$ cat config.mk
export PLATFORM = sky130hd
export DESIGN_NAME = wait_edge_irq_ctrl
export DESIGN_NICKNAME = d
export VERILOG_FILES = /design/src/rtl/wirq_pkg.sv /design/src/rtl/wirq_pin_edge.sv /design/src/rtl/wirq_regs.sv /design/src/rtl/wirq_irq_out.sv /design/src/rtl/wait_edge_irq_ctrl.sv
export SDC_FILE = /design/constraint.sdc
export NUM_CORES = 1
export LEC_CHECK = 0
export BUFFER_PORTS_ARGS = -buffer_cell sky130_fd_sc_hd__buf_2
export CORE_MARGIN = 3
export CORE_UTILIZATION = 29
export DETAILED_ROUTE_END_ITERATION = 8
export SLEW_MARGIN = 20
export SYNTH_ARGS = -nofsm -noshare
export SYNTH_HDL_FRONTEND = slang
export SYNTH_SLANG_ARGS = --single-unit
$ cat constraint.sdc
create_clock -name clk_i -period 2.8 [get_ports clk_i]
set_input_delay 0.14 -clock clk_i [delete_from_list [all_inputs] [get_ports clk_i]]
set_output_delay 0.14 -clock clk_i [all_outputs]
set_load 0.02 [all_outputs]
$ cat src/rtl/wirq_pkg.sv
`timescale 1ns/1ps
package wirq_pkg;
  localparam int unsigned NandBits = 2;
  localparam int unsigned WaitBase = 8;

  typedef enum logic [1:0] {
    SEL_STAT = 2'd0,
    SEL_EN   = 2'd1,
    SEL_CFG  = 2'd2,
    SEL_NONE = 2'd3
  } reg_sel_e;
endpackage

$ cat src/rtl/wirq_pin_edge.sv
`timescale 1ns/1ps
module wirq_pin_edge (
  input  logic clk_i,
  input  logic rst_ni,
  input  logic pin_i,
  input  logic fall_sel_i,
  output logic edge_o
);
  // [0],[1] synchroniser, [2] previous synchronised value
  logic [2:0] sh_q;

  always_ff @(posedge clk_i or negedge rst_ni) begin
    if (!rst_ni) sh_q <= '0;
    else         sh_q <= {sh_q[1:0], pin_i};
  end

  logic rise, fall;
  assign rise   = sh_q[1] & ~sh_q[2];
  assign fall   = ~sh_q[1] & sh_q[2];
  assign edge_o = fall_sel_i ? fall : rise;
endmodule

$ cat src/rtl/wirq_regs.sv
`timescale 1ns/1ps
module wirq_regs
  import wirq_pkg::*;
#(
  parameter int unsigned NUM_WAIT = 4,
  parameter int unsigned DATA_W   = 32,
  localparam int unsigned StatW   = WaitBase + NUM_WAIT
) (
  input  logic                clk_i,
  input  logic                rst_ni,
  input  logic                req_i,
  input  logic                we_i,
  input  logic [1:0]          addr_i,
  input  logic [DATA_W-1:0]   wdata_i,
  input  logic [StatW-1:0]    evt_i,
  output logic [StatW-1:0]    stat_o,
  output logic [StatW-1:0]    en_o,
  output logic [NUM_WAIT-1:0] pol_o,
  output logic [DATA_W-1:0]   rdata_o
);
  logic [StatW-1:0] valid_mask;
  for (genvar i = 0; i < StatW; i++) begin : g_mask
    assign valid_mask[i] = (i < NandBits) || (i >= WaitBase);
  end

  logic [StatW-1:0]    stat_q, en_q;
  logic [NUM_WAIT-1:0] pol_q;
  logic [StatW-1:0]    wr_bits;
  logic                wr_stat, wr_en, wr_cfg;

  assign wr_bits = wdata_i[StatW-1:0];
  assign wr_stat = req_i && we_i && (reg_sel_e'(addr_i) == SEL_STAT);
  assign wr_en   = req_i && we_i && (reg_sel_e'(addr_i) == SEL_EN);
  assign wr_cfg  = req_i && we_i && (reg_sel_e'(addr_i) == SEL_CFG);

  logic unused_wdata_hi;
  assign unused_wdata_hi = ^wdata_i;

  logic [StatW-1:0] clr, stat_d;
  assign clr    = wr_stat ? (wr_bits & valid_mask) : '0;
  // a new event wins over a clear of the same bit
  assign stat_d = ((stat_q & ~clr) | evt_i) & valid_mask;

  always_ff @(posedge clk_i or negedge rst_ni) begin
    if (!rst_ni) begin
      stat_q <= '0;
      en_q   <= '0;
      pol_q  <= '0;
    end else begin
      stat_q <= stat_d;
      if (wr_en)  en_q  <= wr_bits & valid_mask;
      if (wr_cfg) pol_q <= wr_bits[StatW-1:WaitBase];
    end
  end

  always_comb begin
    unique case (reg_sel_e'(addr_i))
      SEL_STAT: rdata_o = DATA_W'(stat_q);
      SEL_EN:   rdata_o = DATA_W'(en_q);
      SEL_CFG:  rdata_o = DATA_W'({pol_q, {WaitBase{1'b0}}});
      default:  rdata_o = '0;
    endcase
  end

  assign stat_o = stat_q;
  assign en_o   = en_q;
  assign pol_o  = pol_q;
endmodule

$ cat src/rtl/wirq_irq_out.sv
`timescale 1ns/1ps
module wirq_irq_out #(
  parameter int unsigned W = 12
) (
  input  logic         clk_i,
  input  logic         rst_ni,
  input  logic [W-1:0] stat_i,
  input  logic [W-1:0] en_i,
  output logic         irq_o
);
  always_ff @(posedge clk_i or negedge rst_ni) begin
    if (!rst_ni) irq_o <= 1'b0;
    else         irq_o <= |(stat_i & en_i);
  end
endmodule

$ cat src/rtl/wait_edge_irq_ctrl.sv
`timescale 1ns/1ps
module wait_edge_irq_ctrl
  import wirq_pkg::*;
#(
  parameter int unsigned NUM_WAIT = 4,
  parameter int unsigned DATA_W   = 32
) (
  input  logic                clk_i,
  input  logic                rst_ni,
  input  logic                nand_fifo_evt_i,
  input  logic                nand_tc_evt_i,
  input  logic [NUM_WAIT-1:0] wait_pin_i,
  input  logic                reg_req_i,
  input  logic                reg_we_i,
  input  logic [1:0]          reg_addr_i,
  input  logic [DATA_W-1:0]   reg_wdata_i,
  output logic [DATA_W-1:0]   reg_rdata_o,
  output logic                irq_o
);
  localparam int unsigned StatW = WaitBase + NUM_WAIT;

  logic [NUM_WAIT-1:0] pin_edge, pol;
  logic [StatW-1:0]    evt, stat_q, en_q;

  for (genvar n = 0; n < NUM_WAIT; n++) begin : g_pin
    wirq_pin_edge u_edge (
      .clk_i      (clk_i),
      .rst_ni     (rst_ni),
      .pin_i      (wait_pin_i[n]),
      .fall_sel_i (pol[n]),
      .edge_o     (pin_edge[n])
    );
  end

  assign evt = {pin_edge, {(WaitBase-NandBits){1'b0}}, nand_tc_evt_i, nand_fifo_evt_i};

  wirq_regs #(.NUM_WAIT(NUM_WAIT), .DATA_W(DATA_W)) u_regs (
    .clk_i   (clk_i),
    .rst_ni  (rst_ni),
    .req_i   (reg_req_i),
    .we_i    (reg_we_i),
    .addr_i  (reg_addr_i),
    .wdata_i (reg_wdata_i),
    .evt_i   (evt),
    .stat_o  (stat_q),
    .en_o    (en_q),
    .pol_o   (pol),
    .rdata_o (reg_rdata_o)
  );

  wirq_irq_out #(.W(StatW)) u_irq (
    .clk_i  (clk_i),
    .rst_ni (rst_ni),
    .stat_i (stat_q),
    .en_i   (en_q),
    .irq_o  (irq_o)
  );
endmodule

Word-level counts from Yosys, hierarchy flattened
Index checks and enable logic that the tools add are counted.

Bits in registers: 29. Bits of input ports: 44. Output and inout bits: 33. Word-level logic and storage cells: 42.

Equal/unequal tests: 2. Muxes and demuxes: 6. Bitwise gates (word level): 20. Reductions and logical operators: 6.

Operator list (number): 12-bit case mux with 3 select lines (1); 12-bit bitwise AND (2); 12-bit 2-to-1 mux (1); 12-bit NOT (1); 12-bit bitwise OR (1); 12-bit OR reduction (1); 1-bit bitwise AND (8); 1-bit NOT (8); 1-bit logical AND (4); 1-bit 2-to-1 mux (4); 2-bit by 1-bit == test with 1-bit output (second input constant) (1); 2-bit == test (second input constant) (1); 2-bit zero test (1).

Longest topological paths before layout
Depth in word-level cells: 6. Depth in mapped cells: 4. Depth with buffers taken out: 3.

Hierarchy
Synthesis repeated with hierarchy kept, for this count alone.

Cell total of the unflattened synthesis: 134. Area, all modules: 1580.3 um^2.

Modules (own cells, without submodules): wirq_regs (instances 1, cells each 101, area each 1084.8 um^2, seq. area each 400.4 um^2); wirq_pin_edge (instances 4, cells each 6, area each 97.6 um^2, seq. area each 75.1 um^2); wirq_irq_out (instances 1, cells each 8, area each 101.3 um^2, seq. area each 25.0 um^2); wait_edge_irq_ctrl (instances 1, cells each 1, area each 3.8 um^2, seq. area each 0.0 um^2).

Worst setup path after synthesis
No wires, ideal clock.

Path kind: input port to flip-flop. Start: in reg_addr_i[0]. End: reg u_regs.pol_q[0], in the netlist u_regs.pol_o[0]. Setup time: 125 ps. Arrival time: 1024 ps. Data required time: 2675 ps. Setup slack: 1652 ps. Stages on the path: 4. Path buffers: 1. Cells stage by stage: buf_4 > and2b_2 > nand3_1 > mux2_2.

Cells in the longest elaborated chain, start to end: 2.

Ends and longest elaborated chain: from (decl) (RTL line wait_edge_irq_ctrl.sv:15) `input logic [1:0] reg_addr_i,`; 2-bit == test (RTL line wirq_regs.sv:34) `assign wr_cfg = req_i && we_i && (reg_sel_e'(addr_i) == SEL_CFG);`; 1-bit logical AND (RTL line wirq_regs.sv:34); to (signal assigned) (RTL line wirq_regs.sv:52) `if (wr_cfg) pol_q <= wr_bits[StatW-1:WaitBase];`; to (decl) (RTL line wirq_regs.sv:27) `logic [NUM_WAIT-1:0] pol_q;`.

Every way passes these cells. A chain may end at the register's enable or synchronous reset.

Final worst setup path
Start: reg u_regs.en_q[9], in the netlist u_regs.en_o[9]. End: out reg_rdata_o[9].

Cells in the longest elaborated chain, start to end: 1.

Ends and longest elaborated chain: from (decl) (RTL line wirq_regs.sv:26) `logic [StatW-1:0] stat_q, en_q;`; from (signal assigned) (RTL line wirq_regs.sv:51) `if (wr_en) en_q <= wr_bits & valid_mask;`; 12-bit case mux with 3 select lines (RTL line wirq_regs.sv:57) `unique case (reg_sel_e'(addr_i))`; to (decl) (RTL line wait_edge_irq_ctrl.sv:17) `output logic [DATA_W-1:0] reg_rdata_o,`.

Every way passes these cells.

==> summary.txt <==
Outcome
  – Status: finished clean

Final layout
  – Most frequent cells in the layout: dfrtp_1 (29), conb_1 (26), buf_2 (24), nand2_1 (10), mux2_2 (10)
  – Leading cell type in the layout, fill and taps excluded: dfrtp_1
  – Synth-to-layout area growth: 15.8%
  – Net count, final: 190
  – N_diodes: 0
  – Layout cell share with drive strength beyond 1: 28.8%
  – Finished Layout Cells: 198
  – Finished Core Util: 35.2%

Critical path
  – Critical path peak fanout: 3
  – Crit-path slowest cell: dfrtp_1
  – Highest cell delay on the worst timing path: 0.36 ns
  – R2r worst-path depth: 2
  – Cell Chain, Critical Path: mux2i_1, o21ai_0, buf_2
  – Critical path class: reg2out
  – Crit path DAT: 1.09 ns
  – R2R Path Start: u_regs.pol_o[0]
  – Setup slack, reg-to-reg: 1.84 ns
  – Crit path launch type: flop
  – Capturing point of the worst reg2reg path: u_regs.stat_o[8]
  – Crit path capture type: primary output
  – Worst EP required: 2.66 ns
  – Beginning of the critical path: u_regs.en_o[9]

Worst hold path
  – Hold Startpoint: nand_fifo_evt_i
  – Hold endpoint: u_regs.stat_o[0]
  – Hold depth: 2
  – Worst hold path type: in2reg

Yosys
  – Syn Inst Count: 112
  – Number of synthesized register bits: 29
  – Main synth FF type: dfrtp_1
  – Mean Syn Cell Area: 12.0 µm²
  – FFs w/ async S/R, synth: 100%
  – Sequential-to-total area share from yosys stat: 54.1%
  – Cell Area, Synth: 1340 µm²
  – Number of enable flip-flop cells after synthesis: 0
  – Synth Warn #: 0
  – Synth cell types: 19

Global route
  – Initial antenna violation count: 0
  – Largest net degree at the start of global routing: 30
  – Tot GR Track Use: 9.74%
  – First-pass GRT wire length: 3930 µm
  – Vias in the first global route: 879
  – Remaining Overflow, GRT: 0

Floorplan
  – Initial Utilization: 30.4%
  – Die Ht: 74.0 µm
  – Die X: 74.0 µm
  – Core area: 4410 µm²
  – Total I/O pin count: 77
  – FP Rows: 24
  – Die ar.: 5480 µm²

Pwr
  – Clk pwr share: 32.8%
  – Comb pwr share: 17.5%
  – Max IR drop VDD: 353 µV
  – Cell internal pwr: 0.739 mW
  – Switching Fraction: 27.3%
  – Switch Pwr: 0.278 mW
  – Sequential Power Share: 49.6%
  – PwrDens: 654 nW/µm²
  – LEAKAGE: 0.722 nW

STA
  – Worst slew pin tran: 0.630 ns
  – Fin. max-slew vios: 0
  – RSZ-0062 raised after global routing: no
  – Slew margin rel.: 58.0%
  – Fin. Hold Viols: 0
  – Tcrit/Tclk final: 44.1%
  – Fin Clk Skew: 0.00477 ns
  – Final Critical Period: 1.23 ns
  – Setup TNS Final: 0 ns
  – Setup violators final: 0
  – Max frequency: 810 MHz

Routing
  – Routed len/inst: 12.2 µm
  – Vias/cell: 4.45
  – DRC Markers: 0
  – Pre-antenna DRT Iters: 4
  – Initial DRC count: 27
  – Wirelength, routed: 2410 µm
  – Final ANT Viol Nets: 0
  – DR vias: 881

Placement
  – DP Wirelength: 1780 µm
  – RePlAce Congestion: 0.681
  – Placed Instances: 186
  – Port Buffers: 24

Clock tree
  – # clock sinks: 29
  – Root Driver: clkbuf_8
  – CTS tree: yes
  – Clk buf depth: 2
  – Clk slew on worst S/H paths: 0.06 ns
  – H-tree depth: 2
  – Post-CTS sizing: 0
  – Post-CTS Setup Bufs: 0
  – Clock Latency Late Sink: 0.27 ns
  – CTS buffer count: 5

Flow run
  – # Max-Cap Violations: 0
==> layer usage <==
metal | vias to the layer above | track usage, % | routed length [µm] | share of wire [%]
li1 | 405 | - | - | -
met1 | 416 | 11.9 | 1050 | 44
met3 | 5 | 3.38 | 245 | 10
met5 | - | 0 | 0 | 0
met4 | 0 | 5.43 | 56 | 2.3
met2 | 55 | 15.0 | 1060 | 44
==> critical path, delay by kind of cell (launching register included) <==
| kind | cells | cell delay, ns |
|---|---|---|
| compound gates | 1 | 0.18 |
| buf+inv | 1 | 0.20 |
| flops | 1 | 0.36 |
| mux | 1 | 0.08 |
==> Yosys cell counts (2+ instances only) <==
cell type | number | area, µm²
buf_4 | 27 | 203
a221o_1 | 3 | 30.0
a21o_1 | 2 | 15.0
a22oi_1 | 3 | 22.5
o21ai_0 | 4 | 20.0
dfrtp_1 | 29 | 726
nand2_1 | 10 | 37.5
nand3_1 | 2 | 10.0
mux2_2 | 10 | 113
nor3b_1 | 3 | 22.5
mux2i_1 | 6 | 60.1
nor2b_1 | 3 | 18.8
nor2_1 | 4 | 15.0
==> registers in the layout, indices dropped and copies added, names as in the netlist <==
| register | cells |
|---|---|
| g_pin.u_edge.sh_q | 12 |
| u_irq.irq_o | 1 |
| u_regs.en_o | 6 |
| u_regs.pol_o | 4 |
| u_regs.stat_o | 6 |
==> logic make-up after synthesis <==
family                 count (synthesis)  share of synthesized area, %
and+or+nand+nor                       25                          9.97
buffers and inverters                 27                          15.1
AOI/OAI and AO/OA                     14                          7.74
DFF                                   29                          54.1
other                                  1                         0.279
muxes                                 16                          12.9
==> layout make-up <==
cell class | count | area (µm²)
Multi-Input combinational cell | 81 | 508
Timing Repair Buffer | 29 | 170
Fill cell | 426 | 2860
Sequential cell | 29 | 726
Clock buffer | 7 | 86.3
Tap cell | 52 | 65.1
==> per-stage QoR <==
step	total power, mW	hold slack, ns	setup slack [ns]	instance area, µm²
after floorplan	0.656	-0.156	1.65	1440
after global placement	0.679	0.180	1.43	1420
after detailed placement	0.687	0.195	1.41	1420
after CTS	1.03	0.0298	1.53	1560
after global routing	1.08	0.0373	1.47	1560
final	1.02	0.0377	1.57	1560
==> power groups by stage <==
| stage | clock network [mW] | registers, mW | logic [mW] |
|---|---|---|---|
| after floorplan | 0 | 0.504 | 0.152 |
| after global placement | 0 | 0.509 | 0.170 |
| after detailed placement | 0 | 0.513 | 0.174 |
| after CTS | 0.348 | 0.506 | 0.181 |
| after global routing | 0.368 | 0.513 | 0.199 |
| final | 0.334 | 0.505 | 0.178 |
==> timing repair <==
item                                    in CTS  in global routing
endpoints found under the setup margin       0                  0
hold buffers                                 5                  0
endpoints found under the hold margin       33                  0
==> worst max-delay path by stage <==
stage,to,slack (ns),cells past startpoint
5_1_grt,reg_rdata_o[8],1.47,3
2_1_floorplan,u_regs.pol_o[0],1.65,4
3_3_place_gp,u_regs.pol_o[1],1.43,4
6_report,reg_rdata_o[9],1.57,3
3_5_place_dp,u_regs.pol_o[1],1.41,4
4_1_cts,reg_rdata_o[8],1.53,3
Power figures use the tool's default switching activity.
